===== src/rtl/egsched_pkg.sv =====
package egsched_pkg;

  typedef enum logic [1:0] {
    SCHED_STRICT = 2'b00,
    SCHED_WT_A   = 2'b01,
    SCHED_WT_B   = 2'b10,
    SCHED_WT_C   = 2'b11
  } schedMode_e;

  // Strobes from the control FSM to the selection datapath
  typedef struct packed {
    logic issue;   // a frame is granted this cycle
    logic retire;  // the frame in flight has finished
  } schedStrobe_t;

endpackage


===== src/rtl/egsched_ctrl.sv =====
module egsched_ctrl
  import egsched_pkg::*;
(
  input  logic         clk,
  input  logic         rstN,
  input  logic         eligible,
  input  logic         frameDone,
  output schedStrobe_t strobe,
  output logic         grant
);

  logic busy;

  always_comb begin
    strobe.issue  = !busy && eligible;
    strobe.retire = busy && frameDone;
  end

  always_ff @(posedge clk) begin
    if (!rstN) begin
      busy  <= 1'b0;
      grant <= 1'b0;
    end else begin
      grant <= strobe.issue;
      if (strobe.issue)       busy <= 1'b1;
      else if (strobe.retire) busy <= 1'b0;
    end
  end

  // a grant lasts a single cycle
  assert_grant_pulse_R2: assert property (@(posedge clk) disable iff (!rstN)
    grant |=> !grant);

  // no new grant while a frame is still in flight
  assert_no_midframe_R2: assert property (@(posedge clk) disable iff (!rstN)
    (busy && !frameDone) |=> !grant);

  // the cycle after reset shows no grant
  assert_reset_idle_R1: assert property (@(posedge clk)
    !rstN |=> !grant);

endmodule


===== src/rtl/egsched_path.sv =====
module egsched_path
  import egsched_pkg::*;
#(
  parameter int RATIO_A = 10,
  parameter int RATIO_B = 5,
  parameter int RATIO_C = 2
) (
  input  logic         clk,
  input  logic         rstN,
  input  logic         hiReady,
  input  logic         loReady,
  input  logic         splitEn,
  input  schedMode_e   mode,
  input  schedStrobe_t strobe,
  output logic         eligible,
  output logic         qSelLow
);

  localparam int RATIO_AB = (RATIO_A > RATIO_B) ? RATIO_A : RATIO_B;
  localparam int RATIO_MAX = (RATIO_AB > RATIO_C) ? RATIO_AB : RATIO_C;
  localparam int CNT_W = $clog2(RATIO_MAX + 1);

  logic [CNT_W-1:0] hiCount, cntEff, limit;
  schedMode_e modePrev;
  logic modeChange, loUsable, pickLow, holdZero;

  assign modeChange = (mode != modePrev);
  assign loUsable   = splitEn && loReady;
  assign eligible   = hiReady || loUsable;
  assign holdZero   = modeChange || !splitEn || (mode == SCHED_STRICT);
  assign cntEff     = holdZero ? '0 : hiCount;

  always_comb begin
    case (mode)
      SCHED_WT_A: limit = CNT_W'(RATIO_A);
      SCHED_WT_B: limit = CNT_W'(RATIO_B);
      SCHED_WT_C: limit = CNT_W'(RATIO_C);
      default:    limit = '0;
    endcase
  end

  always_comb begin
    if (!splitEn)                  pickLow = 1'b0;
    else if (!hiReady)             pickLow = loUsable;
    else if (mode == SCHED_STRICT) pickLow = 1'b0;
    else                           pickLow = loUsable && (cntEff >= limit);
  end

  always_ff @(posedge clk) begin
    if (!rstN) begin
      qSelLow  <= 1'b0;
      hiCount  <= '0;
      modePrev <= SCHED_STRICT;
    end else begin
      modePrev <= mode;
      if (strobe.issue) qSelLow <= pickLow;
      if (holdZero)                hiCount <= '0;
      else if (strobe.retire) begin
        if (qSelLow)               hiCount <= '0;
        else if (hiCount < limit)  hiCount <= hiCount + 1'b1;
      end
    end
  end

  // strict mode never bypasses a waiting high frame
  assert_strict_high_R3: assert property (@(posedge clk) disable iff (!rstN)
    (strobe.issue && mode == SCHED_STRICT && hiReady) |=> !qSelLow);

  // single-queue ports always select the high queue
  assert_single_queue_R9: assert property (@(posedge clk) disable iff (!rstN)
    (strobe.issue && !splitEn) |=> !qSelLow);

  // empty high queue hands the slot to the low queue
  assert_work_low_R7: assert property (@(posedge clk) disable iff (!rstN)
    (strobe.issue && !hiReady) |=> qSelLow);

  // empty low queue hands the slot to the high queue
  assert_work_high_R7: assert property (@(posedge clk) disable iff (!rstN)
    (strobe.issue && !loReady) |=> !qSelLow);

  // the count never passes the largest weight
  assert_cnt_bound_R8: assert property (@(posedge clk) disable iff (!rstN)
    hiCount <= CNT_W'(RATIO_MAX));

  // a finished low frame clears the count
  assert_cnt_clear_R8: assert property (@(posedge clk) disable iff (!rstN)
    (strobe.retire && qSelLow) |=> (hiCount == '0));

endmodule


===== src/rtl/egress_ratio_sched.sv =====
module egress_ratio_sched
  import egsched_pkg::*;
#(
  parameter int RATIO_A = 10,
  parameter int RATIO_B = 5,
  parameter int RATIO_C = 2
) (
  input  logic       clk,
  input  logic       rstN,
  input  logic       hiReady,
  input  logic       loReady,
  input  logic       frameDone,
  input  logic [1:0] schedMode,
  input  logic       splitEn,
  output logic       grant,
  output logic       qSelLow
);

  schedStrobe_t strobe;
  logic eligible;

  egsched_ctrl ctrl_i (
    .clk       (clk),
    .rstN      (rstN),
    .eligible  (eligible),
    .frameDone (frameDone),
    .strobe    (strobe),
    .grant     (grant)
  );

  egsched_path #(
    .RATIO_A (RATIO_A),
    .RATIO_B (RATIO_B),
    .RATIO_C (RATIO_C)
  ) path_i (
    .clk      (clk),
    .rstN     (rstN),
    .hiReady  (hiReady),
    .loReady  (loReady),
    .splitEn  (splitEn),
    .mode     (schedMode_e'(schedMode)),
    .strobe   (strobe),
    .eligible (eligible),
    .qSelLow  (qSelLow)
  );

endmodule


===== config.mk =====
export PLATFORM = sky130hd
export DESIGN_NAME = egress_ratio_sched
export DESIGN_NICKNAME = d
export VERILOG_FILES = /design/src/rtl/egsched_pkg.sv /design/src/rtl/egsched_ctrl.sv /design/src/rtl/egsched_path.sv /design/src/rtl/egress_ratio_sched.sv
export SDC_FILE = /design/constraint.sdc
export NUM_CORES = 1
export LEC_CHECK = 0
export ABC_AREA = 1
export CAP_MARGIN = 25
export CORE_UTILIZATION = 53
export DETAILED_ROUTE_END_ITERATION = 8
export DONT_BUFFER_PORTS = 1
export PLACE_DENSITY_LB_ADDON = 0.15
export SYNTH_ARGS = -nofsm -noshare
export SYNTH_HDL_FRONTEND = slang
export SYNTH_HIERARCHICAL = 1
export SYNTH_SLANG_ARGS = --single-unit

===== constraint.sdc =====
create_clock -name clk -period 1.5 [get_ports clk]
set_input_delay 0.15 -clock clk [delete_from_list [all_inputs] [get_ports clk]]
set_output_delay 0.15 -clock clk [all_outputs]
set_load 0.05 [all_outputs]

==> impl_metrics.py, run 1 <==
metrics = {
    "final_layout": {
        "num_antenna_cells": 0,
        "n_fill_cell": 100,
        "area_growth_pct": 15.25,
        "layout.nets": 131,
        "drive_gt1_share_pct": 18.42,
        "fin_util_pct": 69.44,
        "final_area_um2": 813.3,
    },
    "clock_network": {
        "insertion_delay_ns": 0.26,
        "cts_tree": "done",
        "cts-root-buf": "clkbuf_4",
        "cts.sinks": 9,
        "htreeDepth": 1,
        "cts_buffers": 3,
        "cts_buffer_depth": 2,
        "cts_setup_buffers": 0,
        "path_clk_slew_ns": 0.06,
    },
    "timing": {
        "hold_ws_ns": 0.02479,
        "setup_viol": 1,
        "maxClockFrequency_mhz": 600.8,
        "period_share_pct": 111.0,
        "hold_viol_final": 0,
        "worst_slack_ns": -0.1643,
        "rsz0062_at_grt": "true",
        "tns_ns": -0.1643,
        "layout_min_cycle_time_ns": 1.664,
        "worst_slew_pin_slew_ns": 0.4801,
        "drv_slew": 0,
        "slew_headroom_pct": 67.95,
        "clock_skew_ns": 0.003664,
    },
    "power_and_ir_drop": {
        "ir_worst_vdd_mv": 0.5318,
        "p_leak_uw": 0.0004123,
        "power_per_cell_area_mw_per_mm2": 687.6,
    },
    "drt": {
        "dr_total_vias": 646,
        "via_per_inst": 5.047,
        "drc": 0,
        "drt-initial-drc-count": 8,
        "wire_per_inst_um": 11.47,
        "drt_wl_total_um": 1468,
        "antenna_left": 0,
        "drt_pre_antenna_iters": 4,
    },
    "floorplan": {
        "rows": 12,
        "die_area_mm2": 0.001481,
        "dieWidth_um": 38.49,
        "die_h_um": 38.49,
        "start_util_pct": 60.26,
        "io_pins": 10,
        "core_area_mm2": 0.001171,
    },
    "yosys": {
        "yosys.area.top_type": "dfxtp_1",
        "ys_seq_area_share_pct": 25.53,
        "synth_area_um2": 705.7,
        "synth.avg_cell_area_um2": 6.721,
        "synthTopCellsByArea": "dfxtp_1, ha_1, inv_1",
        "ys_types": 19,
        "synth_cells": 105,
        "syn_nets": 121,
        "synth_warnings": 6,
        "synth_top_area_share_pct": 25.53,
        "ys_ff_latch": 9,
    },
    "placed_design": {
        "dp_hpwl_um": 1071,
        "pre_cts_slack_ns": -0.1221,
        "gp_congestion": 0.7653,
        "portBuffers": 0,
        "dpl_cell_area_um2": 726.9,
    },
    "hold_path": {
        "hp-class": "primary input to flop",
        "hold_end": "ctrl_i/grant",
        "hold_start": "rstN",
        "hold-path-cell-count": 2,
    },
    "worst_setup_path": {
        "r2r_cells": 13,
        "critPathKind": "flop to flop",
        "crit_path_start_kind": "flop",
        "ff2ff_setup_slack_ns": -0.16,
        "crit_path_end_kind": "flop",
        "max_stage_delay_ns": 0.31,
        "crit_top_cell": "nand2_1",
        "cp_num_buf_inv": 1,
        "worstPathMaxFanout": 3,
        "cpMaxStageDelayCell": "dfxtp_2",
        "crit_required_ns": 1.66,
        "worstPathCellList": "xor2_1 -> nor2_1 -> nand2_1 -> nor2_1 -> ha_1 -> nand2_1 -> inv_2 -> nand2_1 -> nand3_2 -> nand2_1 -> nand2_1 -> nand2_1 -> a21boi_1",
        "rr_startpoint": "path_i/modePrev[0]",
        "r2r_end": "path_i/qSelLow",
        "crit_family": "simple AND/OR/NAND/NOR gates",
        "crit_arrival_ns": 1.82,
    },
    "grt": {
        "grt_first_pass_wirelength_um": 2270,
        "grt_pass1_vias": 617,
        "grt_max_degree": 8,
        "antenna_found_initial": 0,
        "track_usage_pct": 22.64,
        "grt-ovfl-total": 0,
    },
    "status": {
        "violations": "negative setup slack",
        "status": "finished, violations left",
    },
    "job": {
        "drv_cap": 0,
    },
}
-- kinds of logic after synthesis --
family	count (synthesis)	share of synthesized area (%)
simple gates	50	32.62
xor+xnor	3	3.724
buf+inv	27	15.78
fa+ha+maj	8	14.18
flops	9	25.53
compound gates	8	8.155
-- power breakdown --
group	switching, uW	leakage, uW	internal, uW
sequential	13.2	0.0000742	249
combinational	60.2	0.000323	42.6
clock	91.6	0.0000150	103
-- cell usage after synthesis --
cell,instances
a211oi_4,1
a21boi_0,1
a21oi_1,5
buf_6,1
dfxtp_1,9
ha_1,8
inv_1,24
inv_2,1
inv_4,1
nand2_1,24
nand2_2,2
nand2_4,1
nand3_1,10
nand3_2,2
nand4_1,2
nor2_1,9
o21ai_0,1
xnor2_1,1
xor2_1,2
-- layout by cell type, fill, tap and decap left out, types with 3 or more instances in the layout --
cell,n
ha_1,8
clkbuf_4,3
nand3_2,4
dfxtp_1,7
inv_1,22
a21oi_1,4
nand3_1,8
inv_2,3
nor2_1,9
dlygate4sd3_1,4
nand2_1,24
-- final cells by class --
| class | instances | area, um2 | area share (%) |
|---|---|---|---|
| Inverter | 26 | 100.1 | 12.31 |
| Sequential cell | 9 | 182.7 | 22.46 |
| Tap cell | 14 | 17.52 | 2.154 |
| Timing Repair Buffer | 6 | 55.05 | 6.769 |
| Multi-Input combinational cell | 69 | 431.7 | 53.08 |
| Clock buffer | 4 | 26.28 | 3.231 |
-- registers in the layout, summed over array words and instances (netlist names) --
| register | cells |
|---|---|
| path_i/hiCount | 4 |
| path_i/modePrev | 2 |
| ctrl_i/busy | 1 |
| ctrl_i/grant | 1 |
| path_i/qSelLow | 1 |
-- metal layers --
layer / vias up / global-route usage [%] / part of all wire [%]
li1: 342 / - / -
met1: 281 / 24.82 / 47
met2: 17 / 40.42 / 47
met3: 6 / 4.070 / 4.1
met4: 0 / 12.07 / 1.8
met5: - / 0 / 0
-- repair_timing --
item	in CTS	in global routing
pin swaps	2	7
endpoints found under the hold margin	2	0
gates resized for setup	1	8
endpoints found under the setup margin	1	1
hold buffers	4	0
-- worst max-delay path by stage --
| stage | from | to | slack, ns | cells past startpoint |
|---|---|---|---|---|
| floorplan | path_i/modePrev[0] | path_i/qSelLow | 0.003 | 13 |
| global placement | path_i/modePrev[1] | path_i/qSelLow | -0.07 | 12 |
| detailed placement | path_i/modePrev[1] | path_i/qSelLow | -0.12 | 12 |
| CTS | path_i/modePrev[0] | path_i/qSelLow | -0.12 | 13 |
| global route | path_i/modePrev[0] | path_i/qSelLow | -0.30 | 13 |
| finish | path_i/modePrev[0] | path_i/qSelLow | -0.16 | 13 |
-- metrics by stage --
step	total power, uW	instances
finish	559.2	128
global route	585.9	128
CTS	553.7	128
detailed placement	354.2	120
global placement	351.2	120
floorplan	342.5	105
No activity file was read; power rests on OpenSTA's default activity.
==> run 2: changes to the inputs <==
--- a/config.mk
+++ b/config.mk
@@ -7,7 +7,9 @@
 export LEC_CHECK = 0
 export ABC_AREA = 1
 export CAP_MARGIN = 25
-export CORE_UTILIZATION = 53
+export CELL_PAD_IN_SITES_DETAIL_PLACEMENT = 0
+export CELL_PAD_IN_SITES_GLOBAL_PLACEMENT = 1
+export CORE_UTILIZATION = 38
 export DETAILED_ROUTE_END_ITERATION = 8
 export DONT_BUFFER_PORTS = 1
 export PLACE_DENSITY_LB_ADDON = 0.15
==> run 2 against run 1 <==
Effect of this change:
- the run still ends with negative setup slack left
- final area increased by 3.7%
- first-iteration DRC count decreased by 13%
- fmax grew 1.6%
- global-route usage is 6.9 points lower
- critical path type unchanged
- largest power group unchanged
==> impl_metrics.py, run 2 (synthesis gave the netlist of run 1 again) <==
metrics = {
    "status": {
        "status": "finished, violations left",
        "violations": "negative setup slack",
    },
    "drt": {
        "wire_per_inst_um": 9.648,
        "via_per_inst": 4.317,
        "drt-initial-drc-count": 7,
        "dr_total_vias": 613,
        "drt_wl_total_um": 1370,
        "drc": 0,
        "antenna_left": 0,
        "drt_pre_antenna_iters": 3,
    },
    "floorplan": {
        "dieWidth_um": 45.10,
        "die_h_um": 45.10,
        "rows": 15,
        "die_area_mm2": 0.002034,
        "core_area_mm2": 0.001727,
        "start_util_pct": 40.87,
        "io_pins": 10,
    },
    "timing": {
        "worst_slew_pin_slew_ns": 0.4726,
        "period_share_pct": 109.2,
        "slew_headroom_pct": 68.45,
        "setup_viol": 1,
        "rsz0062_at_grt": "true",
        "tns_ns": -0.1383,
        "worst_slack_ns": -0.1383,
        "layout_min_cycle_time_ns": 1.638,
        "clock_skew_ns": 0.007768,
        "hold_viol_final": 0,
        "drv_slew": 0,
        "maxClockFrequency_mhz": 610.4,
        "hold_ws_ns": 0.02935,
    },
    "grt": {
        "grt-ovfl-total": 0,
        "grt_max_degree": 8,
        "grt_pass1_vias": 572,
        "track_usage_pct": 15.72,
        "grt_first_pass_wirelength_um": 2297,
        "antenna_found_initial": 0,
    },
    "final_layout": {
        "layout.nets": 134,
        "fin_cells": 142,
        "largest-register": "path_i/hiCount",
        "area_growth_pct": 19.50,
        "largest_reg_flops": 4,
        "final_area_um2": 843.3,
        "num_antenna_cells": 0,
        "drive_gt1_share_pct": 17.95,
        "most-common-layout-cells": "nand2_1, inv_1, nor2_1",
        "reg_top3": "path_i/hiCount: 4 flops, path_i/modePrev: 2 flops",
    },
    "placed_design": {
        "gp_congestion": 0.8146,
        "pre_cts_slack_ns": -0.1083,
        "portBuffers": 0,
        "dp_hpwl_um": 1127,
        "dp.cells": 134,
        "dpl_cell_area_um2": 763.2,
    },
    "clock_network": {
        "cts_buffers": 3,
        "cts-root-buf": "clkbuf_4",
        "cts.sinks": 9,
        "path_clk_slew_ns": 0.06,
        "cts_buffer_depth": 2,
        "htreeDepth": 1,
        "insertion_delay_ns": 0.26,
        "cts_tree": "done",
    },
    "power_and_ir_drop": {
        "power_per_cell_area_mw_per_mm2": 650.6,
        "p_leak_uw": 0.0004264,
        "ir_worst_vdd_mv": 0.3841,
    },
    "worst_setup_path": {
        "crit_required_ns": 1.65,
        "r2r_cells": 13,
        "worstPathMaxFanout": 3,
        "ff2ff_setup_slack_ns": -0.14,
        "crit_path_start_kind": "flop",
        "crit_path_end_kind": "flop",
        "crit_arrival_ns": 1.79,
        "critPathKind": "flop to flop",
    },
    "hold_path": {
        "hp-class": "primary input to flop",
        "hold-path-cell-count": 2,
    },
    "job": {
        "drv_cap": 0,
    },
}
==> run 2: cell types whose count changed in the layout (fill, tap and decap cells not counted) <==
cell     previous run  this run
a21oi_1             4         5
a21oi_2             1         0
buf_4               2         5
dfxtp_1             7         8
dfxtp_2             2         1
inv_1              22        23
inv_2               3         2
nand2_1            24        23
nand2_2             2         3
o21ai_1             0         1
o21ai_2             1         0
==> run 2: cell type report <==
class	instances	area [um2]
fill	186	883.3
multi-input combinational	69	426.7
sequential	9	181.4
inverter	26	100.1
timing repair buffer	9	77.57
tap	25	31.28
clock buffer	4	26.28
==> run 2: worst max-delay path, stage by stage (launching register included) <==
cell	delay, ns
dfxtp_2	0.32
xor2_1	0.13
nor2_1	0.16
nand2_1	0.12
nor2_1	0.11
ha_1	0.24
nand2_1	0.09
inv_2	0.05
nand2_2	0.07
nand3_2	0.05
nand2_1	0.06
nand2_1	0.04
nand2_1	0.05
a21boi_1	0.05
==> run 2: where the power goes <==
| group | leakage [uW] | total, uW | internal (uW) | switching [uW] |
|---|---|---|---|---|
| Sequential | 0.0000739 | 262 | 249 | 13.2 |
| Clock | 0.0000150 | 184 | 102 | 81.6 |
| Combinational | 0.000338 | 103 | 44.7 | 58.4 |
| Total | 0.000426 | 549 | 395 | 153 |
==> run 2: path summary, 6_finish.rpt <==
check,start,endpoint
max reg2reg,path_i/modePrev[0],path_i/qSelLow
min,rstN,ctrl_i/grant
max,path_i/modePrev[0],path_i/qSelLow
min reg2reg,ctrl_i/busy,ctrl_i/busy
==> run 2: what timing repair did <==
action | in CTS | in global routing
endpoints found under the hold margin | 2 | 0
gates resized for setup | 0 | 6
setup endpoints to repair | 1 | 2
pin swaps | 0 | 9
setup buffers | 0 | 0
hold buffers | 4 | 0
==> run 2: through the flow <==
stage / power (uW) / utilization, %
4_1_cts: 556.6 / 48.04
3_3_place_gp: 356.3 / 44.20
5_1_grt: 588.2 / 48.84
6_report: 548.6 / 48.84
3_5_place_dp: 357.6 / 44.20
2_1_floorplan: 342.5 / -
==> run 2: routing by layer <==
layer / GRT usage (%) / part of all wire [%] / vias to the layer above
met4: 5.455 / 0 / 0
met2: 26.67 / 49 / 9
met5: 0 / 0 / -
met3: 3.200 / 2.6 / 0
met1: 19.66 / 48 / 258
li1: - / - / 346
==> run 3: changes to the inputs <==
--- a/config.mk
+++ b/config.mk
@@ -9,7 +9,8 @@
 export CAP_MARGIN = 25
 export CELL_PAD_IN_SITES_DETAIL_PLACEMENT = 0
 export CELL_PAD_IN_SITES_GLOBAL_PLACEMENT = 1
-export CORE_UTILIZATION = 38
+export CORE_UTILIZATION = 41
+export CTS_BUF_LIST = sky130_fd_sc_hd__clkbuf_8
 export DETAILED_ROUTE_END_ITERATION = 8
 export DONT_BUFFER_PORTS = 1
 export PLACE_DENSITY_LB_ADDON = 0.15
==> run 3 against run 2 <==
Effect of this change:
- the flow still finishes with violations (negative setup slack)
- power increased by 12%
- critical path depth unchanged
- count of clock-buffer cells in the layout decreased by 1
- hold slack worse by 0.012 ns
- final area shrank 6.8%
- die area decreased by 7.0%
==> impl_metrics.py, run 3 (synthesis gave the netlist of run 1 again) <==
metrics = {
    "worst_setup_path": {
        "crit_path_start_kind": "flop",
        "crit_top_cell": "nand2_1",
        "max_stage_delay_ns": 0.30,
        "cp_num_buf_inv": 0,
        "crit_arrival_ns": 1.71,
        "crit_path_end_kind": "flop",
        "rr_startpoint": "path_i/modePrev[0]",
        "crit_family": "simple AND/OR/NAND/NOR gates",
        "crit_required_ns": 1.62,
        "worstPathMaxFanout": 3,
        "worstPathCellList": "xor2_1 -> nor2_1 -> nand2_1 -> nor2_1 -> ha_1 -> nand2_1 -> nand2_1 -> nand2_2 -> nand3_1 -> nand2_1 -> nand2_1 -> nand2_1 -> a21boi_1",
        "cpMaxStageDelayCell": "dfxtp_1",
        "critPathKind": "flop to flop",
        "crit_start": "path_i/modePrev[0]",
    },
    "power_and_ir_drop": {
        "p_leak_uw": 0.0004070,
        "ir_worst_vdd_mv": 0.5592,
        "power_per_cell_area_mw_per_mm2": 781.6,
    },
    "final_layout": {
        "regArea_um2": 181.4,
        "reg_top3": "path_i/hiCount: 4 flops, path_i/modePrev: 2 flops",
        "largest-register": "path_i/hiCount",
        "layout.nets": 128,
        "num_antenna_cells": 0,
        "multi_input_area_um2": 416.7,
        "fin_util_pct": 50.40,
        "most-common-layout-cells": "inv_1, nand2_1, nand3_1, nor2_1",
        "drive_gt1_share_pct": 15.32,
        "largest_reg_flops": 4,
        "final_common_cell": "inv_1",
        "area_growth_pct": 11.35,
        "n_fill_cell": 164,
    },
    "placed_design": {
        "dp_hpwl_um": 1086,
        "gp_congestion": 0.7689,
        "portBuffers": 0,
    },
    "clock_network": {
        "cts_setup_buffers": 0,
        "cts_buffer_depth": 2,
        "cts_buffers": 3,
        "cts.sinks": 9,
        "cts-root-buf": "clkbuf_8",
        "hold_buffers": 0,
        "htreeDepth": 1,
        "path_clk_slew_ns": 0.04,
        "insertion_delay_ns": 0.22,
        "cts_tree": "done",
    },
    "timing": {
        "period_share_pct": 106.3,
        "layout_min_cycle_time_ns": 1.594,
        "worst_slew_pin_slew_ns": 0.4850,
        "setup_viol": 1,
        "drv_slew": 0,
        "rsz0062_at_grt": "true",
        "worst_slack_ns": -0.09411,
        "maxClockFrequency_mhz": 627.3,
        "hold_viol_final": 0,
        "clock_skew_ns": 0.002303,
        "slew_headroom_pct": 67.62,
        "hold_ws_ns": 0.01777,
    },
    "drt": {
        "wire_per_inst_um": 9.898,
        "via_per_inst": 4.622,
        "antenna_left": 0,
        "dr_total_vias": 587,
        "drt_pre_antenna_iters": 4,
        "drc": 0,
        "drt_wl_total_um": 1257,
        "drt-initial-drc-count": 5,
    },
    "floorplan": {
        "die_h_um": 43.49,
        "core_area_mm2": 0.001559,
        "die_area_mm2": 0.001891,
        "rows": 14,
        "start_util_pct": 45.26,
        "io_pins": 10,
        "dieWidth_um": 43.49,
    },
    "grt": {
        "grt_first_pass_wirelength_um": 2421,
        "antenna_found_initial": 0,
        "grt_pass1_vias": 616,
        "grt-ovfl-total": 0,
        "track_usage_pct": 17.00,
        "grt_max_degree": 8,
    },
    "hold_path": {
        "hp-class": "primary input to flop",
        "hold_start": "schedMode[0]",
    },
    "job": {
        "drv_cap": 0,
    },
    "status": {
        "violations": "negative setup slack",
        "status": "finished, violations left",
    },
}
-- run 3: cell count changes in the layout (fill, tap and decap cells not counted) --
cell,previous run,this run
o21ai_1,1,0
inv_1,23,24
clkbuf_8,0,3
buf_4,5,3
nand3_1,8,10
nand3_2,4,2
clkbuf_4,3,0
dlygate4sd3_1,4,0
clkbuf_1,1,0
o21ai_0,0,1
-- run 3: cell type report --
class,instances,share of cell area [%]
Multi-Input combinational cell,69,53.03
Sequential cell,9,23.09
Inverter,26,12.74
Clock buffer,3,5.255
Timing Repair Buffer,3,2.866
Tap cell,16,2.548
Clock inverter,1,0.4777
-- run 3: repair_timing --
item / in CTS / in global routing
setup endpoints to repair: 1 / 3
resized for setup: 0 / 3
hold endpoints to repair: 0 / 0
pin swaps: 0 / 4
gates cloned: 0 / 0
-- run 3: final timing paths --
check,endpoint,slack (ns),cells past startpoint
max reg2reg,path_i/qSelLow,-0.09,13
min,path_i/modePrev[0],0.02,2
min reg2reg,ctrl_i/busy,0.50,2
max,path_i/qSelLow,-0.09,13
-- run 3: report_power, final --
part           leakage, uW  switching (uW)  internal [uW]
Sequential       0.0000742            13.3            249
Combinational     0.000306            54.0           36.0
Clock            0.0000269            84.3            177
Total             0.000407             152            463
-- run 3: per-stage QoR --
stage                     std cells  total power, uW  worst slack (ns)  cell area [um2]  TNS (ns)
after floorplan                 105            342.5          0.002667            705.7         0
after global placement          123            355.0          -0.07782            737.0  -0.07782
after detailed placement        123            356.8          -0.08724            737.0  -0.08724
after CTS                       127            625.3          -0.09643            782.0  -0.09643
after global routing            127            651.1           -0.3075            785.8   -0.3075
final                           127            614.2          -0.09411            785.8  -0.09411
-- run 3: metal layers --
metal  track usage [%]  part of all wire (%)  up-vias  wire (um)
li1                  -                     -      333          -
met1             22.42                    51      245        640
met2             27.27                    46        7        574
met3             2.917                   2.6        2         33
met4             7.500                  0.72        0          9
met5                 0                     0        -          0
